--- src/rtl/xfer_pkg.sv ---
package xfer_pkg;
    localparam int PIX_BYTES = 4;
    localparam int LANES     = 4;
    localparam int LANE_W    = 8;
    localparam int SUM_W     = LANE_W + 2;

    typedef logic [LANES-1:0][SUM_W-1:0] lane_sum_t;

    typedef enum logic [2:0] {
        S_IDLE, S_CHECK, S_READ, S_LAST, S_WRITE, S_FIN
    } xfer_state_e;

    localparam logic [1:0] SCALE_NONE = 2'd0;
    localparam logic [1:0] SCALE_H    = 2'd1;
    localparam logic [1:0] SCALE_HV   = 2'd2;

    // Z-order index of a pixel inside an 8x8 block, x in the even bits
    function automatic logic [5:0] zorder6(input logic [2:0] cx, input logic [2:0] cy);
        return {cy[2], cx[2], cy[1], cx[1], cy[0], cx[0]};
    endfunction
endpackage

--- src/rtl/xfer_offset.sv ---
module xfer_offset
    import xfer_pkg::*;
#(
    parameter int ADDR_W = 32,
    parameter int CRD_W  = 11,
    parameter int DIM_W  = 10
) (
    input  logic              tiled,
    input  logic [CRD_W-1:0]  px,
    input  logic [CRD_W-1:0]  py,
    input  logic [DIM_W-1:0]  row_pix,
    output logic [ADDR_W-1:0] byte_off
);
    localparam int PIX_SH = $clog2(PIX_BYTES);

    logic [ADDR_W-1:0] x_w, y_w, row_w, lin_pix, tile_pix, band_pix;

    always_comb begin
        x_w      = ADDR_W'(px);
        y_w      = ADDR_W'(py);
        row_w    = ADDR_W'(row_pix);
        lin_pix  = x_w + y_w * row_w;
        tile_pix = ADDR_W'(zorder6(px[2:0], py[2:0])) + ((x_w >> 3) << 6);
        band_pix = (y_w & ~ADDR_W'(7)) * row_w;
        byte_off = tiled ? ((tile_pix + band_pix) << PIX_SH) : (lin_pix << PIX_SH);
    end
endmodule

--- src/rtl/xfer_box_avg.sv ---
module xfer_box_avg
    import xfer_pkg::*;
(
    input  logic                    clear,
    input  logic                    add,
    input  logic [1:0]              shift,
    input  lane_sum_t               acc_q,
    input  logic [LANES*LANE_W-1:0] word,
    output lane_sum_t               acc_d,
    output logic [LANES*LANE_W-1:0] avg_word
);
    for (genvar g = 0; g < LANES; g++) begin : g_lane
        assign acc_d[g] = clear ? '0 :
                          add   ? acc_q[g] + SUM_W'(word[g*LANE_W +: LANE_W]) :
                                  acc_q[g];
        assign avg_word[g*LANE_W +: LANE_W] = LANE_W'(acc_q[g] >> shift);
    end
endmodule

--- src/rtl/xfer_param_check.sv ---
module xfer_param_check
    import xfer_pkg::*;
#(
    parameter int          ADDR_W    = 32,
    parameter int          DIM_W     = 10,
    parameter int unsigned MEM_BYTES = 32'h0100_0000
) (
    input  logic [ADDR_W-1:0] src_base,
    input  logic [ADDR_W-1:0] dst_base,
    input  logic [DIM_W-1:0]  src_w,
    input  logic [DIM_W-1:0]  src_h,
    input  logic [DIM_W-1:0]  dst_w,
    input  logic [DIM_W-1:0]  dst_h,
    input  logic              src_linear,
    input  logic [1:0]        scale_mode,
    output logic              cfg_bad
);
    function automatic logic addr_ok(input logic [ADDR_W-1:0] a);
        return (a[1:0] == 2'b00) && (a < ADDR_W'(MEM_BYTES));
    endfunction

    logic bad_addr, bad_dim, bad_scale;

    always_comb begin
        bad_addr  = !addr_ok(src_base) || !addr_ok(dst_base);
        bad_dim   = (src_w == '0) || (src_h == '0) || (dst_w == '0) || (dst_h == '0);
        bad_scale = (scale_mode > SCALE_HV) || (src_linear && scale_mode != SCALE_NONE);
        cfg_bad   = bad_addr || bad_dim || bad_scale;
    end
endmodule

--- src/rtl/disp_xfer_engine.sv ---
module disp_xfer_engine
    import xfer_pkg::*;
#(
    parameter int          ADDR_W    = 32,
    parameter int          DIM_W     = 10,
    parameter int unsigned MEM_BYTES = 32'h0100_0000
) (
    input  logic              clk,
    input  logic              rst_n,
    input  logic              start,
    input  logic [ADDR_W-1:0] src_base,
    input  logic [ADDR_W-1:0] dst_base,
    input  logic [DIM_W-1:0]  src_w,
    input  logic [DIM_W-1:0]  src_h,
    input  logic [DIM_W-1:0]  dst_w,
    input  logic [DIM_W-1:0]  dst_h,
    input  logic              src_linear,
    input  logic              keep_layout,
    input  logic [1:0]        scale_mode,
    input  logic              flip_y,
    output logic              busy,
    output logic              done,
    output logic              rejected,
    output logic              rd_en,
    output logic [ADDR_W-1:0] rd_addr,
    input  logic [31:0]       rd_data,
    output logic              wr_en,
    output logic [ADDR_W-1:0] wr_addr,
    output logic [31:0]       wr_data
);
    localparam int CRD_W = DIM_W + 1;

    typedef struct packed {
        xfer_state_e       st;
        logic [ADDR_W-1:0] src_base;
        logic [ADDR_W-1:0] dst_base;
        logic [DIM_W-1:0]  src_w;
        logic [DIM_W-1:0]  src_h;
        logic [DIM_W-1:0]  dst_w;
        logic [DIM_W-1:0]  dst_h;
        logic [DIM_W-1:0]  eff_w;
        logic [DIM_W-1:0]  eff_h;
        logic              src_lin;
        logic              keep;
        logic              flip;
        logic [1:0]        scale;
        logic [DIM_W-1:0]  x;
        logic [DIM_W-1:0]  y;
        logic [1:0]        k;
        lane_sum_t         acc;
        logic              err;
    } regs_t;

    regs_t r_d, r_q;

    logic              cfg_bad;
    logic              h_sh, v_sh;
    logic [1:0]        k_last;
    logic [DIM_W-1:0]  w_scaled, h_scaled, out_row;
    logic [CRD_W-1:0]  src_x, src_y;
    logic [ADDR_W-1:0] src_off, dst_off;
    logic              dst_tiled;
    logic              acc_clear, acc_add;
    lane_sum_t         acc_nx;
    logic [31:0]       avg_word;

    xfer_param_check #(.ADDR_W(ADDR_W), .DIM_W(DIM_W), .MEM_BYTES(MEM_BYTES)) i_check (
        .src_base  (r_q.src_base),
        .dst_base  (r_q.dst_base),
        .src_w     (r_q.src_w),
        .src_h     (r_q.src_h),
        .dst_w     (r_q.dst_w),
        .dst_h     (r_q.dst_h),
        .src_linear(r_q.src_lin),
        .scale_mode(r_q.scale),
        .cfg_bad   (cfg_bad)
    );

    always_comb begin
        h_sh      = (r_q.scale != SCALE_NONE);
        v_sh      = (r_q.scale == SCALE_HV);
        k_last    = (r_q.scale == SCALE_NONE) ? 2'd0 : (r_q.scale == SCALE_H) ? 2'd1 : 2'd3;
        w_scaled  = r_q.dst_w >> h_sh;
        h_scaled  = r_q.dst_h >> v_sh;
        src_x     = CRD_W'(r_q.x) << h_sh;
        src_y     = CRD_W'(r_q.y) << v_sh;
        out_row   = r_q.flip ? (r_q.eff_h - DIM_W'(1) - r_q.y) : r_q.y;
        dst_tiled = r_q.src_lin ^ r_q.keep;
    end

    xfer_offset #(.ADDR_W(ADDR_W), .CRD_W(CRD_W), .DIM_W(DIM_W)) i_src_off (
        .tiled   (!r_q.src_lin),
        .px      (src_x),
        .py      (src_y),
        .row_pix (r_q.src_w),
        .byte_off(src_off)
    );

    xfer_offset #(.ADDR_W(ADDR_W), .CRD_W(CRD_W), .DIM_W(DIM_W)) i_dst_off (
        .tiled   (dst_tiled),
        .px      (CRD_W'(r_q.x)),
        .py      (CRD_W'(out_row)),
        .row_pix (r_q.eff_w),
        .byte_off(dst_off)
    );

    xfer_box_avg i_avg (
        .clear   (acc_clear),
        .add     (acc_add),
        .shift   (r_q.scale),
        .acc_q   (r_q.acc),
        .word    (rd_data),
        .acc_d   (acc_nx),
        .avg_word(avg_word)
    );

    always_comb begin
        r_d       = r_q;
        rd_en     = 1'b0;
        rd_addr   = '0;
        wr_en     = 1'b0;
        wr_addr   = '0;
        wr_data   = '0;
        done      = 1'b0;
        rejected  = 1'b0;
        acc_clear = 1'b0;
        acc_add   = 1'b0;
        unique case (r_q.st)
            S_IDLE: begin
                if (start) begin
                    r_d.st       = S_CHECK;
                    r_d.src_base = src_base;
                    r_d.dst_base = dst_base;
                    r_d.src_w    = src_w;
                    r_d.src_h    = src_h;
                    r_d.dst_w    = dst_w;
                    r_d.dst_h    = dst_h;
                    r_d.src_lin  = src_linear;
                    r_d.keep     = keep_layout;
                    r_d.flip     = flip_y;
                    r_d.scale    = scale_mode;
                    r_d.err      = 1'b0;
                end
            end
            S_CHECK: begin
                r_d.x = '0;
                r_d.y = '0;
                r_d.k = '0;
                if (cfg_bad) begin
                    r_d.err = 1'b1;
                    r_d.st  = S_FIN;
                end else begin
                    r_d.eff_w = w_scaled;
                    r_d.eff_h = h_scaled;
                    r_d.st    = (w_scaled == '0 || h_scaled == '0) ? S_FIN : S_READ;
                end
            end
            S_READ: begin
                rd_en     = 1'b1;
                rd_addr   = r_q.src_base + src_off + ADDR_W'({r_q.k, 2'b00});
                acc_clear = (r_q.k == 2'd0);
                acc_add   = (r_q.k != 2'd0);
                r_d.acc   = acc_nx;
                if (r_q.k == k_last) r_d.st = S_LAST;
                else                 r_d.k  = r_q.k + 2'd1;
            end
            S_LAST: begin
                acc_add = 1'b1;
                r_d.acc = acc_nx;
                r_d.st  = S_WRITE;
            end
            S_WRITE: begin
                wr_en   = 1'b1;
                wr_addr = r_q.dst_base + dst_off;
                wr_data = avg_word;
                r_d.k   = '0;
                r_d.st  = S_READ;
                if (r_q.x == r_q.eff_w - DIM_W'(1)) begin
                    r_d.x = '0;
                    if (r_q.y == r_q.eff_h - DIM_W'(1)) r_d.st = S_FIN;
                    else                                r_d.y  = r_q.y + DIM_W'(1);
                end else begin
                    r_d.x = r_q.x + DIM_W'(1);
                end
            end
            S_FIN: begin
                done     = 1'b1;
                rejected = r_q.err;
                r_d.st   = S_IDLE;
            end
            default: r_d.st = S_IDLE;
        endcase
    end

    always_ff @(posedge clk or negedge rst_n) begin
        if (!rst_n) r_q <= '0;
        else        r_q <= r_d;
    end

    assign busy = (r_q.st != S_IDLE);
endmodule

--- config.mk ---
export PLATFORM = sky130hd
export DESIGN_NAME = disp_xfer_engine
export DESIGN_NICKNAME = d
export VERILOG_FILES = /design/src/rtl/xfer_pkg.sv /design/src/rtl/xfer_offset.sv /design/src/rtl/xfer_box_avg.sv /design/src/rtl/xfer_param_check.sv /design/src/rtl/disp_xfer_engine.sv
export SDC_FILE = /design/constraint.sdc
export NUM_CORES = 2
export LEC_CHECK = 0
export ABC_AREA = 1
export ABC_CLOCK_PERIOD_IN_PS = 9300
export BUFFER_PORTS_ARGS = -buffer_cell sky130_fd_sc_hd__buf_2
export CAP_MARGIN = 20
export CORE_MARGIN = 3
export CORE_UTILIZATION = 39
export DETAILED_ROUTE_END_ITERATION = 6
export SKIP_LAST_GASP = 1
export SYNTH_ARGS = -nofsm -noshare
export SYNTH_HDL_FRONTEND = slang
export SYNTH_SLANG_ARGS = --single-unit
--- constraint.sdc ---
create_clock -name clk -period 9.3 [get_ports clk]
set_input_delay 1.86 -clock clk [delete_from_list [all_inputs] [get_ports clk]]
set_output_delay 1.86 -clock clk [all_outputs]
set_load 0.02 [all_outputs]
# --- Yosys cells after proc, flatten, opt, wreduce, memory -nomap -nowiden ---
# Cells that the tools add are included.
op_classes:
  magnitude_cmp: 3
  shift: 8
  n_reduce_logical: 40
  n_eq_ne: 16
  add_sub_neg: 19
  n_bitwise: 2
  mul: 4
  mux: 38
op_table:
  columns: ["operator", "count"]
  rows:
  - ["$mux W32", 5]
  - ["$mux W10", 12]
  - ["$mux W107", 1]
  - ["$add A32 B32 Y32", 2]
  - ["$lt A32 B25 Y1 const B", 2]
  - ["$add A30 B30 Y30", 2]
  - ["$logic_not A10 Y1", 6]
  - ["$add A10 B8 Y10", 4]
  - ["$pmux W20 S2", 1]
  - ["$shr A10 B2 Y8", 4]
  - ["$add A32 B4 Y32", 1]
  - ["$add A10 B21 Y22", 1]
  - ["$add A11 B21 Y22", 1]
  - ["$shl A10 B1 Y11", 2]
  - ["$mul A11 B10 Y21", 1]
  - ["$add A10 B1 Y10 const B", 2]
  - ["$eq A10 B10 Y1", 2]
  - ["$mul A10 B10 Y20", 1]
  - ["$shr A10 B1 Y10", 2]
  - ["$sub A10 B1 Y10 const B", 2]
  - ["$mul A8 B10 Y18", 1]
  - ["$mul A7 B10 Y17", 1]
  - ["$add A6 B14 Y15", 1]
  - ["$mux W3", 5]
  - ["other kinds (28)", 68]
word_totals:
  output_inout_bits: 101
  elab_cells: 151
  reg_bits: 195

# --- Logic depth before layout (Yosys ltp) ---
logic_depth:
  word_depth: 8
  ltp_mapped: 51
  mapped_depth_nobuf: 51

# --- Hierarchy ---
# A second synthesis with hierarchy kept.
unflattened:
  cells_unflattened: 4915
  area_unflattened_um2: 32384.8
by_module_without_submodules:
  columns: ["module", "area_per_inst_um2", "seq_area_each_um2", "instances", "cells_each"]
  rows:
  - ["disp_xfer_engine", 14000.9, 4879.7, 1, 2074]
  - ["xfer_offset at i_dst_off", 7684.9, 0.0, 1, 1112]
  - ["xfer_offset at i_src_off", 7444.6, 0.0, 1, 1071]
  - ["xfer_box_avg", 3017.9, 0.0, 1, 598]
  - ["xfer_param_check", 236.5, 0.0, 1, 60]

# --- Worst setup path after synthesis ---
# Ideal clock, no wire load.
synth_timing:
  kind: "register -> output"
  startpoint: "reg r_q[68] (netlist bit)"
  endpoint: "out wr_addr[31]"
  required_ns: 7.440
  path_slack_ns: -1.160
  arrival_time_ns: 8.600
  n_path_buf: 0
  path_stages_with_launch: 51
  path_cell_list: "dfrtp_1 > inv_1 > ha_1 > fa_1 > inv_1 > nand3_1 > nand2_1 > nand3_1 > nand2_1 > xor2_1 > nand2_1 > o21ai_1 > nor2_1 > fa_1 > inv_1 > fa_1 > fa_1 > inv_1 > [... 15 more ...] > nand3_1 > nand3_1 > nand2_1 > nor2_1 > nand3_2 > nor2_1 > nor2_1 > nand2_1 > nand2_1 > ha_1 > nand2_1 > nor2_1 > inv_1 > nor2_1 > or3b_1 > nand2_1 > a21oi_1 > nor3_1"
synth_between:
  elab_chain_cells: 8
  word_cells_on_any_way: 11
  classes_between: "6 x add/sub; 2 x mul; 3 x mux"
synth_rtl:
  columns: ["item", "line_no", "text"]
  rows:
  - ["from (decl)", "disp_xfer_engine.sv:54", "regs_t r_d, r_q;"]
  - ["from (signal assigned)", "disp_xfer_engine.sv:197", "else r_q <= r_d;"]
  - ["$sub A10 B1 Y10 *", "disp_xfer_engine.sv:87", "out_row = r_q.flip ? (r_q.eff_h - DIM_W'(1) - r_q.y) : r_q.y;"]
  - ["$sub A10 B10 Y10 *", "disp_xfer_engine.sv:87", null]
  - ["$mux W10 *", "disp_xfer_engine.sv:87", null]
  - ["$mul A7 B10 Y17 (tied with other cells)", "xfer_offset.sv:24", "band_pix = (y_w & ~ADDR_W'(7)) * row_w;"]
  - ["$add A30 B30 Y30 / $add A10 B21 Y22 (equally long branches)", "xfer_offset.sv:25, xfer_offset.sv:22", null]
  - ["$mux W32 *", "xfer_offset.sv:25", "byte_off = tiled ? ((tile_pix + band_pix) << PIX_SH) : (lin_pix << PIX_SH);"]
  - ["$add A32 B32 Y32 *", "disp_xfer_engine.sv:174", "wr_addr = r_q.dst_base + dst_off;"]
  - ["$mux W32 *", "disp_xfer_engine.sv:128", "unique case (r_q.st)"]
  - ["to (decl)", "disp_xfer_engine.sv:28", "output logic [ADDR_W-1:0] wr_addr,"]
# Mark *: on every way between the ends. The rest lies on a longest branch, timed or not.

# --- Worst setup path in the final report ---
layout_timing:
  startpoint: "reg r_q[68] (netlist bit)"
  endpoint: "out wr_addr[23]"
# The elaborated chain is that of the path after synthesis.

==> metrics.txt <==
Initial Util=roughly two fifths; Root Buffer=clkbuf_16; Crit path required time=7.44 ns; H-tree depth=4; RSZ-0062 raised after global routing=true; status=finished with violations; pin count of the biggest net entering global routing=102; final non-filler cell area=40100 sq um; DR vias/cell=slightly above 5; critical path class=flip-flop to output port; final setup violation count=between 40 and 50; DR vias=30300; max cap viols=0; CTS clk-pin slew, worst paths=0.09 ns; initial antenna violation count=6; sequential element share of the synthesized area=16.9%; top flop regs=r_q (195); fin. max-slew vios=0; Synth cell types=between 50 and 60; post-place instance area=35400 sq um; synthesized area=28900 sq um; relative slew slack=27.0%; min Tclk post-route=roughly 11 ns; port bufs=244; top post-synthesis cells by area=dfrtp_1 (17%), fa_1 (16%), ha_1 (14%); worst min-delay path class=flip-flop to flip-flop; Hold Vio Cnt, Final=0; Avg Inst Size Synth=6.94 sq um; worst r2r src=r_q[192]$_DFFE_PN0P_; row cnt=99; die area=77400 sq um; Largest Register=r_q; layout cell share with drive strength beyond 1=30.5%; CP bufs+invs=14; Synth area leader=dfrtp_1; Synth-to-Final Area Change=38.6%; die width=278 um; Post-Synthesis Cells=4166; CTS buffer count=17; prevailing post-synth register cell=dfrtp_1; number of I/O pins=245; Pwr per Cell Area=between 200 and 300 nW/um^2; DR pass1 iterations=5; Async S/R FF share, synth=100%; Worst Clk Skew=0.0245 ns; failing checks=setup timing; Max IR drop VDD=0.277 mV; Hold EP=r_q[110]$_DFFE_PN0P_; Crit path largest cell delay=0.55 ns; top-count cell post-synth=nand2_1; worst-case reg-to-reg path depth=7; first-pass GRT wire length=159000 um; vias in the first global route=approximately 30000; Hold Startpoint=r_q[110]$_DFFE_PN0P_; Detailed Route WL=102000 um; Leak=between 20 and 25 nW; top post-synthesis cells by count=nand2_1 (1004), inv_1 (684), nor2_1 (471), ha_1 (329), o21ai_0 (283); slew at the pin with the worst max-slew slack=1.09 ns; fmax=between 90 and 100 MHz; CP max-delay cell=fa_1; fin crit share=118%; Startpoint Class=flip-flop; TritonCTS clock tree=yes; gr usage total=25.9%; FF-to-FF setup slack=5.17 ns; Clock Sinks=slightly below 200; clock buffer depth=2; hold path depth=2; slack of the critical path=-1.71 ns; crit-path max FO=4; syn nets=4871; crit path capture type=output port; critical path's top delay family=adder cells; max reg flops=just under 200; Clock Latency Late Sink=0.50 ns; synth warn=0; Layout Nets=roughly 5700; DRC viols=0; capture point of the worst reg-to-reg path=r_q[49]$_DFFE_PN0P_; Routed Antenna Nets=0; number of synthesized flops with an enable pin=0; arrival time worst endpoint=~9.2 ns; die height=278 um; Pwr Total=10.6 mW; DP HPWL=80900 um; Seq cells post-synth=195; WL/cell=17.1 um; drt first-iter violations=2192; total grt overflow=0; Core Box Area=73200 sq um; Routability Congestion=0.957; area fraction of the dominant cell type after synthesis=16.9%
worst max path at each step:
stage,start,to,slack (ns),cells after the start
after floorplan,r_q[68]$_DFFE_PN0P_,wr_addr[31],-0.49,50
after global placement,r_q[70]$_DFFE_PN0P_,wr_addr[23],-1.19,49
after detailed placement,r_q[70]$_DFFE_PN0P_,wr_addr[23],-1.26,49
after CTS,r_q[69]$_DFFE_PN0P_,wr_addr[23],-1.61,51
after global routing,r_q[69]$_DFFE_PN0P_,wr_addr[31],-2.14,53
final,r_q[68]$_DFFE_PN0P_,wr_addr[23],-1.71,52
kinds of logic after synthesis:
logic type | count (synthesis) | share of synthesized area [%]
multiplexers | 3 | 0.108
adder cells (fa/ha/maj) | 561 | 30.3
XOR/XNOR | 111 | 3.39
AND/OR/NAND/NOR | 1792 | 25.4
flip-flops | 195 | 16.9
AO/OA/AOI/OAI | 700 | 13.2
buffers and inverters | 804 | 10.7
layout make-up:
| class | instances | area [sq um] |
|---|---|---|
| Multi-Input combinational cell | 3167 | 24100 |
| Timing Repair Buffer | 894 | 6560 |
| Clock inverter | 12 | 158 |
| Inverter | 703 | 2660 |
| Sequential cell | 195 | 4880 |
| Clock buffer | 20 | 447 |
| Fill cell | 6921 | 33200 |
| Antenna cell | 3 | 7.51 |
| Tap cell | 959 | 1200 |
layer usage:
metal	up-vias	global-route usage [%]	wire length (um)
met4	4	7.59	2720
met5	-	0	32
li1	14900	-	-
met1	14300	35.5	46000
met2	933	40.9	45600
met3	140	5.64	7540
cells in the final DEF (no fill, tap or decap), types with 7 or more instances in the layout:
cell type,count
nand2_1,901
inv_1,637
buf_4,613
nor2_1,367
ha_1,269
fa_1,222
o21ai_0,213
buf_2,204
dfrtp_1,195
a21oi_1,162
nand3_1,143
nand2_2,72
buf_6,68
nor2_2,62
xor2_1,62
a21oi_2,59
ha_4,59
nand4_1,56
inv_2,55
nor2_4,52
o21ai_1,50
o21ai_2,41
nand2_4,37
nor3_1,36
a21oi_4,26
xnor2_1,26
o22ai_1,25
nand3_2,20
o21ai_4,19
clkbuf_16,17
a31oi_1,15
o21bai_1,13
a21o_1,10
xnor2_2,10
fa_2,10
xor2_2,9
or2_2,9
and2_1,7
buf_12,7
worst min-delay path, delay by kind of cell, from the launching register on:
kind	cells	cell delay, ns
flip-flops	1	0.35
AND/OR/NAND/NOR	2	0.10
per-stage QoR:
stage	utilization, %	setup TNS, ns	setup WS, ns	instances	hold WS [ns]
3_5_place_dp	48.3	-26.58	-1.26	5818	0.466
5_1_grt	54.7	-54.23	-2.14	5950	0.518
2_1_floorplan	-	-4.38	-0.491	4166	0.450
4_1_cts	52.9	-34.22	-1.61	5920	0.489
3_3_place_gp	48.3	-25.07	-1.19	5818	0.465
6_report	54.7	-38.41	-1.71	5953	0.488
power by group:
group	switching, mW	internal, mW	total (mW)
clock network	0.417	0.393	0.810
logic	4.80	3.44	8.23
registers	0.335	1.18	1.52
timing repair:
| item | 4_1_cts | 5_1_grt |
|---|---|---|
| hold buffers | 0 | 0 |
| hold endpoints to repair | 0 | 0 |
| gates cloned | 1 | 0 |
| pin swaps | 238 | 150 |
| resized for setup | 525 | 273 |
| endpoints found under the setup margin | 45 | 46 |
| setup buffers | 72 | 34 |
Power figures use the tool's default switching activity.
